==> src/rtl/irb_pkg.sv <==
package irb_pkg;

  typedef struct packed {
    logic loadCtrl;    // idle host write to address/control
    logic loadData;    // idle host write to data window
    logic startRd;     // begin an indirect read
    logic startWr;     // begin an indirect write
    logic finish;      // last strobe cycle of the running transfer
    logic finishRead;  // finish of a read transfer
  } ctlStrobes_t;

  function automatic logic inGroup(input logic [7:0] a, input int capBase,
                                    input int almBase, input int grpLen);
    int v;
    v = int'(a);
    return ((v >= capBase) && (v < capBase + grpLen)) ||
           ((v >= almBase) && (v < almBase + grpLen));
  endfunction

endpackage

==> src/rtl/irb_ctrl.sv <==
module irb_ctrl
  import irb_pkg::*;
#(
  parameter int LONG_STROBE = 4
) (
  input  logic        clk,
  input  logic        rstN,
  input  logic        hostSel,
  input  logic        hostWr,
  input  logic        hostRd,
  input  logic        wdStart,
  input  logic        wdShort,
  input  logic        autoRd,
  input  logic        shortMode,
  output ctlStrobes_t ctl,
  output logic        busy
);

  localparam int CNT_W = $clog2(LONG_STROBE + 1);

  logic [CNT_W-1:0] cnt;
  logic             isRead;
  logic             idleCtrlWr;
  logic             useShort;
  logic             startAny;

  always_comb begin
    idleCtrlWr     = hostWr && !hostSel && !busy;
    ctl.loadCtrl   = idleCtrlWr;
    ctl.loadData   = hostWr && hostSel && !busy;
    ctl.startWr    = ctl.loadData;
    ctl.startRd    = (idleCtrlWr && wdStart) ||
                     (hostRd && hostSel && !hostWr && autoRd && !busy);
    ctl.finish     = busy && (cnt == '0);
    ctl.finishRead = ctl.finish && isRead;
    useShort       = idleCtrlWr ? wdShort : shortMode;
    startAny       = ctl.startRd || ctl.startWr;
  end

  always_ff @(posedge clk) begin
    if (!rstN) begin
      busy   <= 1'b0;
      cnt    <= '0;
      isRead <= 1'b0;
    end else if (startAny) begin
      busy   <= 1'b1;
      isRead <= ctl.startRd;
      cnt    <= useShort ? '0 : CNT_W'(LONG_STROBE - 1);
    end else if (ctl.finish) begin
      busy <= 1'b0;
    end else if (busy) begin
      cnt <= cnt - 1'b1;
    end
  end

  AST_START_SETS_BUSY: assert property (@(posedge clk) disable iff (!rstN)
    startAny |=> busy);
  AST_SHORT_ONE_CYCLE: assert property (@(posedge clk) disable iff (!rstN)
    (startAny && useShort) |=> ctl.finish);
  AST_LONG_NOT_EARLY: assert property (@(posedge clk) disable iff (!rstN)
    (startAny && !useShort) |=> (busy && !ctl.finish));
  AST_FINISH_CLEARS: assert property (@(posedge clk) disable iff (!rstN)
    ctl.finish |=> !busy);

endmodule

==> src/rtl/irb_datapath.sv <==
module irb_datapath
  import irb_pkg::*;
#(
  parameter int DATA_W   = 8,
  parameter int ADDR_W   = 4,
  parameter int CAP_BASE = 0,
  parameter int ALM_BASE = 8,
  parameter int GRP_LEN  = 6
) (
  input  logic              clk,
  input  logic              rstN,
  input  ctlStrobes_t       ctl,
  input  logic              busy,
  input  logic              hostSel,
  input  logic              hostWr,
  input  logic [DATA_W-1:0] hostWdata,
  output logic [DATA_W-1:0] hostRdata,
  output logic              autoRd,
  output logic              shortMode
);

  localparam int DEPTH = 1 << ADDR_W;

  logic              spareBit;
  logic [ADDR_W-1:0] addr;
  logic [DATA_W-1:0] dataReg;
  logic [DATA_W-1:0] bank [DEPTH];
  logic [DATA_W-1:0] slotOut;
  logic              grp;
  logic [DATA_W-1:0] ctrlView;

  always_comb begin
    grp      = inGroup(8'(addr), CAP_BASE, ALM_BASE, GRP_LEN);
    slotOut  = bank[addr];
    ctrlView = '0;
    ctrlView[7]          = busy;
    ctrlView[6]          = autoRd;
    ctrlView[5]          = spareBit;
    ctrlView[4]          = shortMode;
    ctrlView[ADDR_W-1:0] = addr;
    hostRdata = hostSel ? dataReg : ctrlView;
  end

  always_ff @(posedge clk) begin
    if (!rstN) begin
      autoRd    <= 1'b0;
      spareBit  <= 1'b0;
      shortMode <= 1'b0;
    end else if (ctl.loadCtrl) begin
      autoRd    <= hostWdata[6];
      spareBit  <= hostWdata[5];
      shortMode <= hostWdata[4];
    end
  end

  always_ff @(posedge clk) begin
    if (!rstN)                 addr <= '0;
    else if (ctl.loadCtrl)     addr <= hostWdata[ADDR_W-1:0];
    else if (ctl.finish && grp) addr <= addr + 1'b1;
  end

  always_ff @(posedge clk) begin
    if (!rstN)               dataReg <= '0;
    else if (ctl.loadData)   dataReg <= hostWdata;
    else if (ctl.finishRead) dataReg <= slotOut;
  end

  for (genvar s = 0; s < DEPTH; s++) begin : gSlot
    always_ff @(posedge clk) begin
      if (!rstN)
        bank[s] <= '0;
      else if (ctl.finish && !ctl.finishRead && (addr == ADDR_W'(s)))
        bank[s] <= dataReg;
    end
  end

  AST_ADDR_STEP: assert property (@(posedge clk) disable iff (!rstN)
    (ctl.finish && grp) |=> (addr == ADDR_W'($past(addr) + 1'b1)));
  AST_ADDR_HOLD: assert property (@(posedge clk) disable iff (!rstN)
    (ctl.finish && !grp) |=> $stable(addr));
  AST_BUSY_WRITE_IGNORED: assert property (@(posedge clk) disable iff (!rstN)
    (busy && hostWr && !ctl.finishRead) |=> ($stable(dataReg) && $stable(shortMode)));
  AST_READ_RETURNS: assert property (@(posedge clk) disable iff (!rstN)
    ctl.finishRead |=> (dataReg == $past(slotOut)));

endmodule

==> src/rtl/irb_bridge.sv <==
module irb_bridge
  import irb_pkg::*;
#(
  parameter int DATA_W      = 8,
  parameter int ADDR_W      = 4,
  parameter int LONG_STROBE = 4,
  parameter int CAP_BASE    = 0,
  parameter int ALM_BASE    = 8,
  parameter int GRP_LEN     = 6
) (
  input  logic              clk,
  input  logic              rstN,
  input  logic              hostSel,
  input  logic              hostWr,
  input  logic              hostRd,
  input  logic [DATA_W-1:0] hostWdata,
  output logic [DATA_W-1:0] hostRdata
);

  ctlStrobes_t ctl;
  logic        busy;
  logic        autoRd;
  logic        shortMode;

  irb_ctrl #(.LONG_STROBE(LONG_STROBE)) uCtrl (
    .clk       (clk),
    .rstN      (rstN),
    .hostSel   (hostSel),
    .hostWr    (hostWr),
    .hostRd    (hostRd),
    .wdStart   (hostWdata[7]),
    .wdShort   (hostWdata[4]),
    .autoRd    (autoRd),
    .shortMode (shortMode),
    .ctl       (ctl),
    .busy      (busy)
  );

  irb_datapath #(
    .DATA_W   (DATA_W),
    .ADDR_W   (ADDR_W),
    .CAP_BASE (CAP_BASE),
    .ALM_BASE (ALM_BASE),
    .GRP_LEN  (GRP_LEN)
  ) uData (
    .clk       (clk),
    .rstN      (rstN),
    .ctl       (ctl),
    .busy      (busy),
    .hostSel   (hostSel),
    .hostWr    (hostWr),
    .hostWdata (hostWdata),
    .hostRdata (hostRdata),
    .autoRd    (autoRd),
    .shortMode (shortMode)
  );

endmodule

==> config.mk <==
export PLATFORM = sky130hd
export DESIGN_NAME = irb_bridge
export DESIGN_NICKNAME = d
export VERILOG_FILES = /design/src/rtl/irb_pkg.sv /design/src/rtl/irb_ctrl.sv /design/src/rtl/irb_datapath.sv /design/src/rtl/irb_bridge.sv
export SDC_FILE = /design/constraint.sdc
export NUM_CORES = 1
export LEC_CHECK = 0
export ABC_AREA = 0
export BUFFER_PORTS_ARGS = -buffer_cell sky130_fd_sc_hd__buf_4
export CELL_PAD_IN_SITES_DETAIL_PLACEMENT = 1
export CELL_PAD_IN_SITES_GLOBAL_PLACEMENT = 1
export CORE_MARGIN = 2
export CORE_UTILIZATION = 40
export DETAILED_ROUTE_END_ITERATION = 16
export HOLD_SLACK_MARGIN = 0.15
export PLACE_DENSITY_LB_ADDON = 0.1
export SETUP_SLACK_MARGIN = 0.02
export SLEW_MARGIN = 20
export SYNTH_ARGS = -nofsm -noshare
export SYNTH_HDL_FRONTEND = slang
export SYNTH_SLANG_ARGS = --single-unit
==> constraint.sdc <==
create_clock -name clk -period 3.23 [get_ports clk]
set_clock_uncertainty 0.1 [all_clocks]
set_input_delay 0.646 -clock clk [delete_from_list [all_inputs] [get_ports clk]]
set_output_delay 0.646 -clock clk [all_outputs]
set_load 0.1 [all_outputs]
==> out/results.tsv, run 1 <==
stage	metric	value	unit
final_layout	most frequent cells in the layout	and2_1 (128), edfxtp_1 (128), buf_4 (49), nand2_1 (27), nor2_1 (24)	
clocking	Clk pin slew, worst setup/hold paths	0.06	ns
yosys	Top FF cell, synth	edfxtp_1	
pwr	worst vdd ir	0.3720	mV
drt	WL/cell	24.53	microns
final_layout	final net count	585	
sta	final setup fails	0	
sta	Worst-Margin Slew	0.6984	ns
setup_path	startpoint types	register	
clocking	total CTS buffers	17	
drt	via count	4468	
sta	Final Max Tran Viols	0	
clocking	later-pin clock latency in the skew report	0.42	ns
setup_path	CP max stage cell	dfxtp_1	
sta	Period minus WS final	2.497	ns
clocking	Clock Tree Buf Depth	2	
final_layout	Area Overhead vs Synth	15.53	%
drt	WL final	19740	microns
min_path	worst min path class	in2reg	
pwr	Lkg Pwr	2.996	nW
floorplanning	Die Wd	137.5	microns
final_layout	fraction of layout cells with a size suffix above 1	19.17	%
setup_path	arrival time at the worst endpoint	1.75	ns
drt	Post-DRT Antenna Nets	0	
sta	Hold WS	0.4067	ns
clocking	TritonCTS clock tree	built	
global_routing	vias in the first global route	4662	
final_layout	final core occ	47.47	%
yosys	number of synthesized register bits	152	
sta	Rel. slew slack	53.27	%
final_layout	final instance area	8239	sq um
clocking	post-CTS setup buffer count	0	
yosys	Post-synth ARST share	0	%
global_routing	initial antenna violation count	0	
setup_path	critical path peak fanout	7	
sta	Fmax	400.4	MHz
global_routing	Total GRT Usage	22.65	%
yosys	Mapped Avg Cell Area	13.53	sq um
floorplanning	Core ar.	17360	sq um
placed_design	gpl congestion	0.8248	
outcome	status	complete, no violations	
setup_path	crit path cell chain	inv_1, o21ai_0, buf_4	
yosys	register area share after synthesis	60.63	%
flow_run	maxcap violations	0	
yosys	Post-synth EDFFs	128	
floorplanning	# IOs	21	
floorplanning	die area	18910	sq um
clocking	CTS H-tree depth	4	
drt	DRC violations left	0	
drt	1st-pass router iterations	4	
floorplanning	Rows	48	
setup_path	Crit Path Class	reg2out	
global_routing	largest net degree at the start of global routing	30	
sta	RSZ-0062 raised after global routing	false	
clocking	CTS root buf	clkbuf_16	
drt	vias per inst	5.550	
yosys	post-synthesis instance total	527	
global_routing	grt total ovfl	0	
sta	final worst-path cycle share	77.31	%
global_routing	first-pass GRT wire length	29900	microns
placed_design	DP HPWL	13660	microns
clocking	post-cts repair resize count	0	
placed_design	placed instance area	7639	sq um
setup_path	worst path required time	2.48	ns
yosys	library cells used by synthesis	45	
yosys	Ys Warns	0	
clocking	Hold Buf Count CTS	0	
floorplanning	Initial Util	41.09	%
setup_path	Worst Setup End Kind	output pin	
placed_design	PortBufs	20	
yosys	Post-Synthesis Cell Area	7132	sq um
drt	DRT iter0 DRCs	291	
setup_path	CP peak stage delay	0.52	ns
sta	final hold violation count	0	
yosys	syn_nets	546	
pwr	PD cells	589.8	nW/um^2
floorplanning	Die H	137.5	microns
clocking	clock sink count	152	
## layer usage
metal	global-route usage, %	part of all wire (%)	vias to the layer above
met2	34.63	46	121
met3	5.224	5.5	22
met5	0	0	-
li1	-	-	2021
met4	6.186	1.4	0
met1	32.51	47	2304
## layout make-up
type                    instances  area (sq um)
inverters                       8         30.03
clock inverters                10         143.9
clock buffers                  22         454.2
well taps                     225         281.5
diodes                          1         2.502
multi-input cells             337          2614
repair buffers                 50         387.9
flip-flops and latches        152          4325
fillers                      1756          9117
## report_power, final
group	internal, mW	switching (mW)	total, mW
Sequential	2.21	0.0688	2.27
Clock	1.24	0.797	2.04
Combinational	0.205	0.345	0.550
## worst paths after layout
kind | slack, ns | start | endpoint | depth (start not counted)
min reg2reg | 0.42 | uData.spareBit$_SDFFE_PN0P_ | uData.spareBit$_SDFFE_PN0P_ | 2
min | 0.41 | hostWdata[6] | uData.autoRd$_SDFFE_PN0P_ | 3
max reg2reg | 0.81 | uCtrl.cnt[0]$_SDFFE_PN0P_ | uData.bank[1][1]$_SDFFCE_PN0P_ | 7
max | 0.73 | uData.addr[0]$_SDFFE_PN0N_ | hostRdata[0] | 3
## critical path, delay by kind of cell (launching register included)
| kind | cells | cell delay, ns |
|---|---|---|
| compound gates | 1 | 0.30 |
| flops | 1 | 0.52 |
| buf+inv | 2 | 0.50 |
## logic make-up (layout without fill, tap and decap cells)
kind of cell / count (synthesis) / in the layout / share of synthesized area [%]
flops: 152 / 152 / 60.63
simple gates: 216 / 216 / 17.40
mux: 53 / 53 / 12.18
fa+ha+maj: 6 / 6 / 1.053
xor+xnor: 2 / 2 / 0.2457
buf+inv: 38 / 90 / 2.825
compound gates: 60 / 60 / 5.667
other cells: 0 / 1 / 0
## cells in the mapped netlist, types with 2 or more instances
library cell / count / area (sq um)
mux2_2: 9 / 101.4
nand4_1: 2 / 12.51
a221oi_1: 2 / 17.52
or2_2: 4 / 25.02
inv_1: 7 / 26.28
mux4_2: 17 / 382.9
dfxtp_1: 24 / 480.5
and3b_1: 2 / 17.52
xnor2_1: 2 / 17.52
nor2b_1: 2 / 12.51
clkbuf_1: 11 / 41.29
nor2_1: 24 / 90.09
o21ai_0: 20 / 100.1
nand3_1: 10 / 50.05
a21oi_1: 3 / 15.01
buf_4: 4 / 30.03
o221ai_1: 8 / 70.07
nand3b_1: 5 / 37.54
edfxtp_1: 128 / 3844
buf_2: 8 / 40.04
nand4b_1: 2 / 17.52
a2bb2oi_1: 5 / 43.79
nand2b_1: 4 / 25.02
clkbuf_2: 2 / 10.01
buf_1: 2 / 7.510
a31oi_1: 10 / 62.56
and2_1: 128 / 800.8
o21a_1: 3 / 22.52
ha_1: 6 / 75.07
a21o_1: 5 / 37.54
buf_6: 2 / 22.52
mux2i_1: 20 / 200.2
nor3_1: 2 / 10.01
nand2_1: 27 / 101.4
mux4_1: 7 / 183.9
## metrics by stage
stage / setup TNS (ns) / total power [mW] / setup WS, ns / std cells
finish: 0 / 4.860 / 0.7327 / 805
global route: 0 / 5.019 / 0.5938 / 804
CTS: 0 / 4.891 / 0.7041 / 804
detailed placement: 0 / 2.868 / 0.6273 / 772
global placement: 0 / 2.855 / 0.6607 / 772
floorplan: -0.9945 / 2.652 / -0.4973 / 527
## flip-flops by register name, summed over array words and instances, names as in the netlist, named ones only
| name | count |
|---|---|
| uData.bank | 128 |
| uData.spareBit | 1 |
| uData.addr | 4 |
| uData.shortMode | 1 |
| uData.dataReg | 8 |
| uData.autoRd | 1 |
| uCtrl.cnt | 3 |
| uCtrl.busy | 1 |
| uCtrl.isRead | 1 |
Note: power is estimated with default switching activity, not from simulation.
==> run 2: changes to the inputs <==
clock period = 2.3 ns   (was 3.23 ns; I/O delays follow)
==> run 2 against run 1 <==
  * Global-route usage increased by 0.17 points
  * Critical path depth up 4
  * Non-clock buffer count increased by 23
  * Cell area grew 2.4%
  * Critical path type is now reg2reg
  * Count of clock-buffer cells in the layout is 2 lower
  * Flip-flop and latch count did not move
  * Final cell count is 2.7% higher
  * Die area stayed put
  * Sequential share of layout area fell by 1.2 points
  * Register-to-register slack lost 0.67 ns
  * Via count up 0.54%
==> out/results.tsv, run 2 (synthesis gave the netlist of run 1 again) <==
stage	metric	value	unit	change
outcome	status	complete, no violations		unchanged
clocking	CTS H-tree depth	4		unchanged
global_routing	initial antenna violation count	0		unchanged
sta	Period minus WS final	2.158	ns	
clocking	post-CTS setup buffer count	0		unchanged
placed_design	gpl congestion	0.8247		was 0.8248
sta	RSZ-0062 raised after global routing	false		unchanged
global_routing	grt total ovfl	0		unchanged
drt	via count	4492		was 4468
final_layout	final net count	608		was 585
floorplanning	Die H	137.5	microns	unchanged
min_path	worst min path class	in2reg		unchanged
pwr	Lkg Pwr	3.119	nW	was 2.996 nW
global_routing	first-pass GRT wire length	30170	microns	was 29900 microns
final_layout	Area Overhead vs Synth	18.26	%	was 15.53%
clocking	Hold Buf Count CTS	0		unchanged
drt	met2 wire length	9895	microns	was 9156 microns
setup_path	worst path required time	2.50	ns	was 2.48 ns
setup_path	Worst Setup End Kind	register		was output pin
setup_path	arrival time at the worst endpoint	2.36	ns	was 1.75 ns
drt	DRC violations left	0		unchanged
clocking	Clock Tree Buf Depth	2		unchanged
floorplanning	Core ar.	17360	sq um	unchanged
floorplanning	die area	18910	sq um	unchanged
drt	Post-DRT Antenna Nets	0		unchanged
final_layout	largest registers	uData.bank: 128 flops, uData.dataReg: 8 flops, uData.addr: 4 flops		unchanged
final_layout	Diodes inserted	0		was 1
final_layout	fraction of layout cells with a size suffix above 1	23.26	%	was 19.17%
floorplanning	Die Wd	137.5	microns	unchanged
final_layout	Top reg by flops	uData.bank		unchanged
setup_path	Crit Path Class	reg2reg		was reg2out
global_routing	largest net degree at the start of global routing	19		was 30
sta	Final Max Tran Viols	0		unchanged
setup_path	critical path peak fanout	8		was 7
final_layout	max reg flops	128		unchanged
sta	final worst-path cycle share	93.83	%	
drt	WL final	19800	microns	was 19740 microns
drt	WL/cell	23.94	microns	was 24.53 microns
clocking	Clk pin slew, worst setup/hold paths	0.06	ns	about the same
drt	met3 wire len	982	microns	was 1084 microns
setup_path	startpoint types	register		unchanged
pwr	worst vdd ir	0.5815	mV	was 0.3720 mV
clocking	clock sink count	152		unchanged
drt	1st-pass router iterations	4		unchanged
sta	final hold violation count	0		unchanged
drt	DRT iter0 DRCs	296		was 291
pwr	Power, Total	6.835	mW	was 4.860 mW
global_routing	Total GRT Usage	22.82	%	was 22.65%
sta	Rel. slew slack	52.08	%	was 53.27%
drt	met1 WL	8584	microns	was 9223 microns
clocking	TritonCTS clock tree	built		unchanged
pwr	PD cells	810.3	nW/um^2	was 589.8 nW/um^2
drt	top sig layer	met4		unchanged
sta	Fmax	463.4	MHz	
placed_design	dpl cells	795		was 772
drt	vias per inst	5.432		was 5.550
floorplanning	Rows	48		unchanged
final_layout	most frequent cells in the layout	and2_1 (128), edfxtp_1 (128), buf_4 (70), nand2_1 (27)		was and2_1 (128), edfxtp_1 (128), buf_4 (49), nand2_1 (27), nor2_1 (24)
global_routing	vias in the first global route	4852		was 4662
sta	final setup fails	0		unchanged
flow_run	maxcap violations	0		unchanged
placed_design	PortBufs	20		unchanged
placed_design	DP HPWL	13900	microns	was 13660 microns
final_layout	Finished Layout Cells	827		was 805
sta	Worst-Margin Slew	0.7179	ns	was 0.6984 ns
clocking	total CTS buffers	17		unchanged
floorplanning	# IOs	21		unchanged
floorplanning	Initial Util	41.09	%	unchanged
clocking	CTS root buf	clkbuf_16		unchanged
clocking	later-pin clock latency in the skew report	0.44	ns	was 0.42 ns
## run 2: final cells by class
| class | instances | area, sq um |
|---|---|---|
| Sequential cell | 152 | 4328 |
| Clock buffer | 20 | 436.7 |
| Clock inverter | 12 | 151.4 |
| Timing Repair Buffer | 73 | 585.6 |
| Fill cell | 1769 | 8922 |
| Tap cell | 225 | 281.5 |
| Inverter | 8 | 30.03 |
| Multi-Input combinational cell | 337 | 2621 |
## run 2: repair_timing
action / 4_1_cts / 5_1_grt
resized for setup: 1 / 4
endpoints found under the hold margin: 0 / 0
setup endpoints to repair: 1 / 24
gates cloned: 0 / 0
## run 2: stage by stage
stage	utilization, %	cell area (sq um)	TNS [ns]	setup WS [ns]	hold WS [ns]
final	48.59	8434	0	0.1418	0.1807
after global routing	48.59	8434	0	0.01325	0.2141
after CTS	48.54	8426	0	0.03168	0.1716
after detailed placement	45.15	7836	0	0.1262	0.3861
after global placement	45.15	7836	0	0.1859	0.3766
after floorplan	-	7139	-0.6035	-0.3017	0.3561
## run 2: final timing paths
check / end / slack (ns) / cells past startpoint / start
min reg2reg: uData.spareBit$_SDFFE_PN0P_ / 0.39 / 2 / uData.spareBit$_SDFFE_PN0P_
min: uData.spareBit$_SDFFE_PN0P_ / 0.18 / 3 / hostWdata[5]
max: uData.bank[13][1]$_SDFFCE_PN0P_ / 0.14 / 7 / uCtrl.cnt[0]$_SDFFE_PN0P_
max reg2reg: uData.bank[13][1]$_SDFFCE_PN0P_ / 0.14 / 7 / uCtrl.cnt[0]$_SDFFE_PN0P_
## run 2: layer usage
layer	vias up	track usage, %
met1	2302	30.57
met5	-	0
li1	2070	-
met3	23	4.047
met2	97	37.84
met4	0	7.216
## run 2: worst max-delay path: stages (launching register included)
cell and delay, ns:
dfxtp_1 0.32, inv_1 0.06, ha_1 0.14, ha_1 0.16
and3b_1 0.27, nand2_1 0.30, nor2_1 0.47, and2_1 0.20
## run 2: where the power goes
group	leakage, nW	internal [mW]	switching (mW)
Sequential	1.52	3.10	0.0835
Clock	0.280	1.70	1.12
Combinational	1.32	0.327	0.503
==> run 3: changes to the inputs <==
CTS_BUF_LIST = sky130_fd_sc_hd__clkbuf_4 sky130_fd_sc_hd__clkbuf_8 sky130_fd_sc_hd__clkbuf_16   (was not set)
GPL_ROUTABILITY_DRIVEN = 0   (was not set)
==> run 3 against run 2 <==
  * Hold slack better by 0.0040 ns
  * Fmax shrank 0.31%
  * Routed wire length fell by 0.35%
  * Global-route usage unchanged
  * Count of clock-buffer cells in the layout unchanged
  * Sequential share of layout area shrank 0.068 points
  * Via count up 0.18%
  * Critical endpoint is now uData.bank[4][1]$_SDFFCE_PN0P_
==> out/results.tsv, run 3 (synthesis gave the netlist of run 1 again) <==
stage	metric	value	unit	change
outcome	status	complete, no violations		unchanged
setup_path	worst path required time	2.34	ns	was 2.50 ns
floorplanning	Rows	48		unchanged
clocking	post-CTS setup buffer count	0		unchanged
sta	setup TNS	0	ns	unchanged
global_routing	Total GRT Usage	22.82	%	unchanged
floorplanning	die area	18910	sq um	unchanged
sta	Rel. slew slack	51.81	%	was 52.08%
pwr	PD cells	813.6	nW/um^2	was 810.3 nW/um^2
sta	RSZ-0062 raised after global routing	false		unchanged
sta	final hold violation count	0		unchanged
floorplanning	Initial Util	41.09	%	unchanged
drt	1st-pass router iterations	4		unchanged
placed_design	PortBufs	20		unchanged
clocking	Clk pin slew, worst setup/hold paths	0.06	ns	about the same
min_path	worst min path class	in2reg		unchanged
sta	Final Max Tran Viols	0		unchanged
setup_path	critical path peak fanout	6		was 8
global_routing	vias in the first global route	4853		was 4852
sta	Period minus WS final	2.165	ns	was 2.158 ns
placed_design	DP HPWL	13900	microns	unchanged
drt	DRT iter0 DRCs	288		was 296
pwr	Power, Total	6.872	mW	was 6.835 mW
sta	Fmax	461.9	MHz	was 463.4 MHz
setup_path	arrival time at the worst endpoint	2.21	ns	was 2.36 ns
sta	Worst-Margin Slew	0.7218	ns	was 0.7179 ns
clocking	later-pin clock latency in the skew report	0.43	ns	was 0.44 ns
drt	DRC violations left	0		unchanged
floorplanning	# IOs	21		unchanged
global_routing	largest net degree at the start of global routing	19		unchanged
sta	final worst-path cycle share	94.13	%	was 93.83%
clocking	total CTS buffers	17		unchanged
flow_run	maxcap violations	0		unchanged
clocking	Hold Buf Count CTS	0		unchanged
drt	Post-DRT Antenna Nets	0		unchanged
clocking	CTS H-tree depth	4		unchanged
setup_path	Crit Path Class	reg2reg		unchanged
setup_path	Worst Setup End Kind	register		unchanged
global_routing	first-pass GRT wire length	30140	microns	was 30170 microns
pwr	worst vdd ir	0.5772	mV	was 0.5815 mV
clocking	CTS root buf	clkbuf_16		unchanged
final_layout	Filler cells	1770		was 1769
floorplanning	Core ar.	17360	sq um	unchanged
drt	WL final	19730	microns	was 19800 microns
sta	Hold WS	0.1847	ns	was 0.1807 ns
final_layout	fraction of layout cells with a size suffix above 1	23.75	%	was 23.26%
floorplanning	Die H	137.5	microns	unchanged
drt	vias per inst	5.441		was 5.432
final_layout	max reg flops	128		unchanged
pwr	Lkg Pwr	3.129	nW	was 3.119 nW
final_layout	Diodes inserted	0		unchanged
drt	via count	4500		was 4492
final_layout	final net count	608		unchanged
floorplanning	Die Wd	137.5	microns	unchanged
placed_design	dpl cells	795		unchanged
sta	final setup fails	0		unchanged
drt	WL/cell	23.85	microns	was 23.94 microns
final_layout	largest registers	uData.bank: 128 flops, uData.dataReg: 8 flops, uData.addr: 4 flops		unchanged
clocking	TritonCTS clock tree	built		unchanged
global_routing	initial antenna violation count	0		unchanged
final_layout	Finished Layout Cells	827		unchanged
final_layout	most frequent cells in the layout	and2_1 (128), edfxtp_1 (128), buf_4 (70), nand2_1 (27)		unchanged
clocking	post-cts repair resize count	1		unchanged
global_routing	grt total ovfl	0		unchanged
clocking	Clock Tree Buf Depth	2		unchanged
clocking	clock sink count	152		unchanged
final_layout	Top reg by flops	uData.bank		unchanged
setup_path	startpoint types	register		unchanged
final_layout	Area Overhead vs Synth	18.42	%	was 18.26%
==> run 3: cell counts in the layout (fill, tap and decap cells not counted) <==
Identical to the previous run, type by type.
==> run 3: cell type report <==
cell class / count / area [sq um] / area share [%]
Multi-Input combinational cell: 337 / 2621 / 31.04
Inverter: 8 / 30.03 / 0.3556
Clock buffer: 20 / 447.9 / 5.304
Tap cell: 225 / 281.5 / 3.333
Clock inverter: 12 / 151.4 / 1.793
Sequential cell: 152 / 4328 / 51.24
Timing Repair Buffer: 73 / 585.6 / 6.933
==> run 3: per-stage QoR <==
step           util (%)  area (sq um)  setup slack (ns)
3_3_place_gp      45.15          7836            0.1859
4_1_cts           48.61          8437           0.03168
3_5_place_dp      45.15          7836            0.1262
2_1_floorplan         -          7139           -0.3017
6_report          48.66          8446            0.1350
5_1_grt           48.66          8446           0.01321
==> run 3: where the power goes <==
part	leakage (nW)	switching (mW)	internal, mW
clock network	0.291	1.12	1.74
registers	1.52	0.0838	3.10
logic	1.32	0.503	0.327
total	3.13	1.71	5.16
==> run 3: per-layer routing <==
| layer | vias up | part of all wire, % | GRT usage, % |
|---|---|---|---|
| li1 | 2070 | - | - |
| met5 | - | 0 | 0 |
| met3 | 24 | 3.5 | 4.047 |
| met2 | 89 | 50 | 37.81 |
| met4 | 0 | 1.8 | 7.216 |
| met1 | 2317 | 45 | 30.60 |
==> run 3: critical path, stage by stage, from the launching register on <==
cell,delay [ns]
dfxtp_1,0.32
inv_1,0.06
ha_1,0.14
ha_1,0.16
and3b_1,0.27
nand2_1,0.24
o21ai_0,0.35
buf_4,0.24
==> run 3: final timing paths <==
check,start,end,slack [ns],cells after the start
min,hostWdata[5],uData.spareBit$_SDFFE_PN0P_,0.18,3
max,uCtrl.cnt[0]$_SDFFE_PN0P_,uData.bank[4][1]$_SDFFCE_PN0P_,0.14,7
min reg2reg,uData.spareBit$_SDFFE_PN0P_,uData.spareBit$_SDFFE_PN0P_,0.40,2
max reg2reg,uCtrl.cnt[0]$_SDFFE_PN0P_,uData.bank[4][1]$_SDFFCE_PN0P_,0.14,7
